[src/rtl/psa_pkg.sv]
package psa_pkg;

  // kind of correction applied to the conversion counter on one master cycle
  typedef enum logic [1:0] {
    CORR_NONE = 2'd0,
    CORR_ADV  = 2'd1,
    CORR_RET  = 2'd2
  } corr_e;

  // counter increment that realises each correction kind
  function automatic logic [1:0] corr_step(corr_e kind);
    case (kind)
      CORR_ADV: corr_step = 2'd2;
      CORR_RET: corr_step = 2'd0;
      default:  corr_step = 2'd1;
    endcase
  endfunction

endpackage

[src/rtl/psa_adj_reg.sv]
module psa_adj_reg #(
  parameter int MAG_W  = 8,
  parameter int DATA_W = 16
) (
  input  logic              clk,
  input  logic              rst,
  input  logic              wr_en,
  input  logic [DATA_W-1:0] wdata,
  input  logic              apply,
  output logic [MAG_W-1:0]  mag,
  output logic              dir,
  output logic              busy,
  output logic              done,
  output logic [DATA_W-1:0] rdata
);
  localparam int RES_LO = MAG_W + 1;

  logic             resv_ok;
  logic             accept;
  logic [MAG_W-1:0] new_mag;
  logic             new_dir;
  logic             last_step;

  assign busy      = (mag != '0);
  assign resv_ok   = (wdata[DATA_W-1:RES_LO] == '0);
  assign accept    = wr_en && !busy && resv_ok;
  assign new_mag   = wdata[MAG_W-1:0];
  assign new_dir   = wdata[MAG_W] && (new_mag != '0);
  assign last_step = apply && (mag == MAG_W'(1));

  always_ff @(posedge clk) begin
    if (rst) begin
      mag  <= '0;
      dir  <= 1'b0;
      done <= 1'b0;
    end else begin
      done <= last_step;
      if (accept) begin
        mag <= new_mag;
        dir <= new_dir;
      end else if (apply) begin
        mag <= mag - MAG_W'(1);
        if (last_step) dir <= 1'b0;
      end
    end
  end

  always_comb begin
    rdata            = '0;
    rdata[MAG_W-1:0] = mag;
    rdata[MAG_W]     = dir;
  end

endmodule

[src/rtl/psa_div_chain.sv]
module psa_div_chain
  import psa_pkg::*;
#(
  parameter int CONV_DIV      = 8,
  parameter int CONVS_PER_BIT = 4,
  parameter int BITS_PER_BAUD = 2
) (
  input  logic clk,
  input  logic rst,
  input  logic req,
  input  logic retard,
  output logic apply,
  output logic conv_stb,
  output logic bit_clk,
  output logic baud_clk
);
  localparam int CW = $clog2(CONV_DIV + 1);
  localparam int BW = $clog2(CONVS_PER_BIT + 1);
  localparam int DW = $clog2(BITS_PER_BAUD + 1);

  logic [CW-1:0] conv_cnt;
  logic [BW-1:0] bit_cnt;
  logic [DW-1:0] baud_cnt;
  logic          slot_used;
  logic          conv_wrap;
  logic          bit_wrap;
  corr_e         kind;

  assign conv_wrap = (conv_cnt == CW'(CONV_DIV - 1));
  assign bit_wrap  = conv_wrap && (bit_cnt == BW'(CONVS_PER_BIT - 1));
  // one correction per conversion period, only at the first count
  assign apply     = req && (conv_cnt == '0) && !slot_used;

  always_comb begin
    if (!apply)      kind = CORR_NONE;
    else if (retard) kind = CORR_RET;
    else             kind = CORR_ADV;
  end

  always_ff @(posedge clk) begin
    if (rst) begin
      conv_cnt  <= '0;
      slot_used <= 1'b0;
    end else begin
      if (conv_wrap) conv_cnt <= '0;
      else           conv_cnt <= conv_cnt + CW'(corr_step(kind));
      if (apply)          slot_used <= 1'b1;
      else if (conv_wrap) slot_used <= 1'b0;
    end
  end

  always_ff @(posedge clk) begin
    if (rst) begin
      bit_cnt  <= '0;
      baud_cnt <= '0;
    end else if (conv_wrap) begin
      if (bit_wrap) begin
        bit_cnt <= '0;
        if (baud_cnt == DW'(BITS_PER_BAUD - 1)) baud_cnt <= '0;
        else                                    baud_cnt <= baud_cnt + DW'(1);
      end else begin
        bit_cnt <= bit_cnt + BW'(1);
      end
    end
  end

  assign conv_stb = conv_wrap;
  assign bit_clk  = (bit_cnt >= BW'(CONVS_PER_BIT / 2));
  assign baud_clk = (baud_cnt >= DW'(BITS_PER_BAUD / 2));

endmodule

[src/rtl/psa_channel.sv]
module psa_channel #(
  parameter int MAG_W         = 8,
  parameter int DATA_W        = 16,
  parameter int CONV_DIV      = 8,
  parameter int CONVS_PER_BIT = 4,
  parameter int BITS_PER_BAUD = 2
) (
  input  logic              clk,
  input  logic              rst,
  input  logic              wr_en,
  input  logic [DATA_W-1:0] wdata,
  output logic [DATA_W-1:0] rdata,
  output logic [MAG_W-1:0]  mag,
  output logic              busy,
  output logic              done,
  output logic              conv_stb,
  output logic              bit_clk,
  output logic              baud_clk
);
  logic apply;
  logic dir;

  psa_adj_reg #(.MAG_W(MAG_W), .DATA_W(DATA_W)) u_reg (
    .clk(clk), .rst(rst), .wr_en(wr_en), .wdata(wdata), .apply(apply),
    .mag(mag), .dir(dir), .busy(busy), .done(done), .rdata(rdata)
  );

  psa_div_chain #(
    .CONV_DIV(CONV_DIV), .CONVS_PER_BIT(CONVS_PER_BIT), .BITS_PER_BAUD(BITS_PER_BAUD)
  ) u_div (
    .clk(clk), .rst(rst), .req(busy), .retard(dir), .apply(apply),
    .conv_stb(conv_stb), .bit_clk(bit_clk), .baud_clk(baud_clk)
  );

endmodule

[src/rtl/clk_phase_slip.sv]
module clk_phase_slip #(
  parameter int              ADDR_W        = 4,
  parameter int              DATA_W        = 16,
  parameter int              MAG_W         = 8,
  parameter int              CONV_DIV      = 8,
  parameter int              CONVS_PER_BIT = 4,
  parameter int              BITS_PER_BAUD = 2,
  parameter logic [ADDR_W-1:0] RX_ADDR     = 4,
  parameter logic [ADDR_W-1:0] TX_ADDR     = 5
) (
  input  logic              clk,
  input  logic              rst,
  input  logic              reg_wr,
  input  logic [ADDR_W-1:0] reg_addr,
  input  logic [DATA_W-1:0] reg_wdata,
  output logic [DATA_W-1:0] reg_rdata,
  output logic              rx_conv_stb,
  output logic              rx_bit_clk,
  output logic              rx_baud_clk,
  output logic              rx_busy,
  output logic              rx_done,
  output logic              tx_conv_stb,
  output logic              tx_bit_clk,
  output logic              tx_baud_clk,
  output logic              tx_busy,
  output logic              tx_done
);
  localparam int NCH = 2;
  localparam logic [NCH-1:0][ADDR_W-1:0] CH_ADDR = {TX_ADDR, RX_ADDR};

  logic [NCH-1:0]             ch_busy;
  logic [NCH-1:0]             ch_done;
  logic [NCH-1:0]             ch_stb;
  logic [NCH-1:0]             ch_bit;
  logic [NCH-1:0]             ch_baud;
  logic [NCH-1:0][MAG_W-1:0]  ch_mag;
  logic [NCH-1:0][DATA_W-1:0] ch_rdata;

  for (genvar c = 0; c < NCH; c++) begin : g_ch
    logic hit_wr;
    assign hit_wr = reg_wr && (reg_addr == CH_ADDR[c]);

    psa_channel #(
      .MAG_W(MAG_W), .DATA_W(DATA_W), .CONV_DIV(CONV_DIV),
      .CONVS_PER_BIT(CONVS_PER_BIT), .BITS_PER_BAUD(BITS_PER_BAUD)
    ) u_ch (
      .clk(clk), .rst(rst), .wr_en(hit_wr), .wdata(reg_wdata),
      .rdata(ch_rdata[c]), .mag(ch_mag[c]), .busy(ch_busy[c]), .done(ch_done[c]),
      .conv_stb(ch_stb[c]), .bit_clk(ch_bit[c]), .baud_clk(ch_baud[c])
    );
  end

  always_comb begin
    reg_rdata = '0;
    for (int c = 0; c < NCH; c++) begin
      if (reg_addr == CH_ADDR[c]) reg_rdata = ch_rdata[c];
    end
  end

  assign rx_conv_stb = ch_stb[0];
  assign rx_bit_clk  = ch_bit[0];
  assign rx_baud_clk = ch_baud[0];
  assign rx_busy     = ch_busy[0];
  assign rx_done     = ch_done[0];
  assign tx_conv_stb = ch_stb[1];
  assign tx_bit_clk  = ch_bit[1];
  assign tx_baud_clk = ch_baud[1];
  assign tx_busy     = ch_busy[1];
  assign tx_done     = ch_done[1];

endmodule

[config.mk]
export PLATFORM = sky130hd
export DESIGN_NAME = clk_phase_slip
export DESIGN_NICKNAME = d
export VERILOG_FILES = /design/src/rtl/psa_pkg.sv /design/src/rtl/psa_adj_reg.sv /design/src/rtl/psa_div_chain.sv /design/src/rtl/psa_channel.sv /design/src/rtl/clk_phase_slip.sv
export SDC_FILE = /design/constraint.sdc
export NUM_CORES = 1
export LEC_CHECK = 0
export CORE_MARGIN = 2
export CORE_UTILIZATION = 45
export CTS_BUF_LIST = sky130_fd_sc_hd__clkbuf_4
export DETAILED_ROUTE_END_ITERATION = 8
export PLACE_DENSITY = 0.7
export RECOVER_POWER = 50
export SLEW_MARGIN = 20
export SYNTH_ARGS = -nofsm -noshare
export SYNTH_HDL_FRONTEND = slang
export SYNTH_HIERARCHICAL = 1
export SYNTH_SLANG_ARGS = --single-unit
[constraint.sdc]
create_clock -name clk -period 5.3 [get_ports clk]
set_input_delay 1.06 -clock clk [delete_from_list [all_inputs] [get_ports clk]]
set_output_delay 1.06 -clock clk [all_outputs]
set_load 0.02 [all_outputs]
-- Word-level counts from Yosys, hierarchy flattened
Index checks and enable logic that the tools add are counted.
- register bits: 40
- input bits: 23
- output and inout port bits: 26
- word-level logic and storage cells: 107
- $add $sub $neg: 8
- order comparisons: 4
- equality and inequality tests: 14
- multiplexer cells: 30
- reduce and logical (&&, ||, !) cells: 37
- operators by type and width (kind ; count):
    2-to-1 mux 8 bit ; 4
    nonzero test 8 bit ; 3
    2-to-1 mux 2 bit ; 10
    == test 4 x 3 -> 1 bit, second input constant ; 4
    == test 8 x 1 -> 1 bit, second input constant ; 2
    2-to-1 mux 16 bit ; 1
    subtractor 8 x 1 -> 8 bit, second input constant ; 2
    logical AND 1 bit ; 15
    nonzero test 2 bit ; 6
    2-to-1 mux 1 bit ; 10
    2-to-1 mux 9 bit ; 1
    adder 4 x 2 -> 4 bit ; 2
    == test 2 x 1 -> 1 bit, second input constant ; 4
    logical NOT 4 bit ; 2
    case mux 2 bit (2 select lines) ; 2
    AND reduction 2 bit ; 4
    logical NOT 7 bit ; 1
    adder 3 x 1 -> 3 bit, second input constant ; 2
    == test 3 x 2 -> 1 bit, second input constant ; 2
    >= comparator 3 x 2 -> 1 bit, second input constant ; 2
    2-to-1 mux 3 bit ; 2
    adder 2 x 1 -> 2 bit, second input constant ; 2
    == test 2 bit, second input constant ; 2
    >= comparator 2 x 1 -> 1 bit, second input constant ; 2
    other kinds (2) ; 6

-- Logic depth before layout (Yosys ltp)
- depth after elaboration: 9
- mapped depth: 11
- gate-level depth less buffers: 10

-- Hierarchy
Netlist, hierarchy kept.
- by module, submodules not included (module ; instances ; cells an instance ; area an instance (um^2)):
    psa_adj_reg ; 2 ; 83 ; 715.7
    psa_div_chain ; 2 ; 53 ; 474.2
    clk_phase_slip ; 1 ; 40 ; 282.8

-- Worst setup path before layout
No wires, ideal clock.
- path type: input to output
- start: in reg_addr[3]
- end: out reg_rdata[5]
- arrival: 2.001 ns
- path slack: 2.239 ns
- cell stages on the path: 4
- cells stage by stage: or3b_1 buf_6 buf_8 nor2_1
- word-level cells in the longest chain between the ends: 3
- ends and longest elaborated chain (item ; line ; source):
    start: declaration ; clk_phase_slip.sv:14 ; input logic [ADDR_W-1:0] reg_addr,
    == test 4 x 3 -> 1 bit ; clk_phase_slip.sv:56 ; if (reg_addr == CH_ADDR[c]) reg_rdata = ch_rdata[c];
    2-to-1 mux 9 bit ; clk_phase_slip.sv:56 ;
    2-to-1 mux 16 bit * ; clk_phase_slip.sv:56 ;
    end: declaration ; clk_phase_slip.sv:16 ; output logic [DATA_W-1:0] reg_rdata,
Every way passes the cells marked *; elsewhere a longest branch is shown, timed or not.

-- Worst setup path in the final report
- start: in reg_addr[0]
- end: out reg_rdata[2]
The elaborated chain is that of the path after synthesis.

==> results.json <==
{
  "outcome": "finished with violations",
  "failed_checks": "capacitance limit, slew limit",
  "grt_start_max_net_pins": 35,
  "cts.path.max_buffers": 2,
  "post_drt_wl_per_cell_um": 13.2,
  "dr.pass1.iters": 5,
  "cts_hold_buf": 0,
  "power_uw": 1430,
  "nets": 368,
  "crit_slowest_cell": "clkdlybuf4s50_1",
  "syn_to_final_growth_pct": 11.0,
  "max_freq_ghz": 0.241,
  "cts_root_buf": "clkbuf_4",
  "core-area_mm2": 0.00582,
  "die_area_mm2": 0.00655,
  "fillers": 578,
  "numCtsBuffers": 5,
  "slowest_delay_ns": 1.09,
  "vias_per_cell": 5.02,
  "fp.dieH_um": 80.9,
  "grt_pass1_wl_um": 8810,
  "diodes": 0,
  "antenna_found_initial": 0,
  "tns_ns": 0,
  "hp-class": "flop to flop",
  "syn_area_mm2": 0.00266,
  "cp_max_fo": 18,
  "post-route-util_pct": 50.8,
  "postSynthAreaPerCell_um2": 8.53,
  "synth_top_cell_by_area": "dfxtp_1",
  "crit_arrival_ns": 3.09,
  "io-pin-count": 49,
  "track_usage_pct": 17.3,
  "period_share_pct": 78.4,
  "postSynthCellCount": 312,
  "cts_tree": "done",
  "crit_chain": "clkdlybuf4s50_1 > mux2i_1 > nor2_1 > clkdlybuf4s50_1",
  "peakVddDrop_mv": 0.302,
  "clock_sinks": 40,
  "io_buffer_count": 41,
  "cp.required_ns": 4.24,
  "drv_cap": 1,
  "fp.dieW_um": 80.9,
  "crit_end": "reg_rdata[2]",
  "clock_latency_ns": 0.35,
  "cts_resized": 0,
  "setup_viol": 0,
  "critical_path_class": "input pin to output port",
  "reg2reg_setup_slack_ns": 2.85,
  "post-place-cells": 399,
  "r2r-start": "g_ch[0].u_ch/u_reg/mag[0]$_SDFFE_PP0P_",
  "p_per_area_mw_per_mm2": 483,
  "synth-async-reset-ratio_pct": 0,
  "ant_nets": 0,
  "drtIter0Drc": 116,
  "h-tree-depth": 2,
  "grt_overflow": 0,
  "synth_edf_count": 0,
  "rsz0062_at_grt": "false",
  "layout-drive-gt1-share_pct": 5.74,
  "drc": 0,
  "path_depth": 4,
  "ys.flop_type": "dfxtp_1",
  "slew_headroom_pct": -0.171,
  "yosysWarnings": 6,
  "synth_cell_types": 37,
  "finalCriticalPeriod_ns": 4.15,
  "hpwl_um": 4090,
  "finClkSkew_ns": 0.0144,
  "design_area_mm2": 0.00296,
  "final_max_slew_viol_count": 34,
  "cts.clk_slew.worst_paths_ns": 0.10,
  "cts_setup_buffers": 0,
  "crit_path_start_kind": "input pin",
  "synth_top_area_share_pct": 30.1,
  "cp-end-kind": "output port",
  "path_common_cell": "clkdlybuf4s50_1",
  "start_util_pct": 45.8,
  "hold_viol": 0,
  "place_area_mm2": 0.00291,
  "grt_pass1_vias": 1868,
  "ys_seq_area_share_pct": 30.1,
  "tightest_slew_ns": 1.50,
  "fin_cells": 406,
  "ys_seq_elements": 40,
  "synth_area_leaders": "dfxtp_1 (30%), buf_4 (9.9%), nor2_1 (6.9%)",
  "ff2ff_path_depth": 10,
  "worstSetupStartpoint": "reg_addr[0]",
  "worst-path-buf-inv": 2,
  "row_count": 28,
  "vias": 2037,
  "crit_family": "buffers and inverters",
  "gp_congestion": 0.758,
  "leakage_uw": 0.00128,
  "wl_um": 5370,
  "worstReg2RegEnd": "g_ch[0].u_ch/u_reg/mag[7]$_SDFFE_PP0P_"
}
-- registers in the layout, summed over array words and instances (netlist names) --
| register | cells |
|---|---|
| g_ch.u_ch/u_reg/mag | 16 |
| g_ch.u_ch/u_div/baud_cnt | 4 |
| g_ch.u_ch/u_reg/done | 2 |
| g_ch.u_ch/u_reg/dir | 2 |
| g_ch.u_ch/u_div/conv_cnt | 8 |
| g_ch.u_ch/u_div/bit_cnt | 6 |
| g_ch.u_ch/u_div/slot_used | 2 |
-- cells by family after synthesis --
| group | after synthesis | synth area share [%] |
|---|---|---|
| mux | 18 | 6.77 |
| buf+inv | 60 | 14.1 |
| xor+xnor | 16 | 5.26 |
| flops | 40 | 30.1 |
| compound gates | 40 | 9.12 |
| simple gates | 122 | 27.2 |
| fa+ha+maj | 14 | 7.14 |
| other cells | 2 | 0.282 |
-- worst min-delay path: stages, from the launching register on --
cell and delay, ns:
dfxtp_1 0.32, nand2b_1 0.06, a21oi_1 0.04
-- layout by cell type (no fill, tap or decap), drive strengths merged, types with 7 or more instances in the layout --
master	netlist	routed
a21oi	20	20
ha	12	12
a211oi	14	14
mux2i	18	18
nor4	10	10
dfxtp	40	40
xnor2	10	10
nand3	8	8
nand2b	8	8
nand2	11	11
inv	18	18
nor2	49	49
clkdlybuf4s50	0	33
dlygate4sd3	0	8
conb	2	14
clkbuf	2	7
-- stage by stage --
step,setup WS (ns),hold slack [ns]
after floorplan,2.24,0.421
after global placement,1.20,0.429
after detailed placement,1.12,0.442
after CTS,1.12,0.458
after global routing,1.01,0.470
final,1.15,0.452
-- how the worst min path moves through the flow --
stage	from	to	slack, ns	cells after the start
after CTS	g_ch[1].u_ch/u_div/baud_cnt[1]$_SDFFE_PP0P_	g_ch[1].u_ch/u_div/baud_cnt[1]$_SDFFE_PP0P_	0.46	2
after detailed placement	g_ch[1].u_ch/u_div/baud_cnt[1]$_SDFFE_PP0P_	g_ch[1].u_ch/u_div/baud_cnt[1]$_SDFFE_PP0P_	0.44	2
after global routing	g_ch[1].u_ch/u_div/baud_cnt[1]$_SDFFE_PP0P_	g_ch[1].u_ch/u_div/baud_cnt[1]$_SDFFE_PP0P_	0.47	2
after floorplan	g_ch[0].u_ch/u_div/baud_cnt[1]$_SDFFE_PP0P_	g_ch[0].u_ch/u_div/baud_cnt[1]$_SDFFE_PP0P_	0.42	2
after global placement	g_ch[1].u_ch/u_div/baud_cnt[1]$_SDFFE_PP0P_	g_ch[1].u_ch/u_div/baud_cnt[1]$_SDFFE_PP0P_	0.43	2
final	g_ch[1].u_ch/u_div/baud_cnt[1]$_SDFFE_PP0P_	g_ch[1].u_ch/u_div/baud_cnt[1]$_SDFFE_PP0P_	0.45	2
-- area by class of cell --
cell class | instances | area (um2) | area share, %
Sequential cell | 40 | 801 | 27.1
Tap cell | 75 | 93.8 | 3.17
Inverter | 18 | 67.6 | 2.29
Timing Repair Buffer | 42 | 414 | 14.0
Clock buffer | 6 | 45.0 | 1.52
Clock inverter | 1 | 5.00 | 0.169
Multi-Input combinational cell | 224 | 1530 | 51.8
-- Yosys cell counts, drive strengths merged, types with 8 or more instances --
| cell type | number |
|---|---|
| nor2 | 49 |
| nor4 | 10 |
| nand3 | 8 |
| buf | 40 |
| a21oi | 20 |
| a211oi | 14 |
| inv | 18 |
| nand2 | 11 |
| mux2i | 18 |
| nand2b | 8 |
| ha | 12 |
| xnor2 | 10 |
| dfxtp | 40 |
-- layer usage --
metal  track usage [%]  wire length, um  up-vias
met3              4.56              334        4
met1              22.8             2600      923
met4              3.56               39        0
met2              28.6             2400       55
li1                  -                -     1055
met5                 0                0        -
-- power by group --
group / total [uW] / switching (uW) / internal, uW
Combinational: 771 / 397 / 374
Sequential: 504 / 121 / 383
Clock: 153 / 98.5 / 54.1
Power figures use the tool's default switching activity.
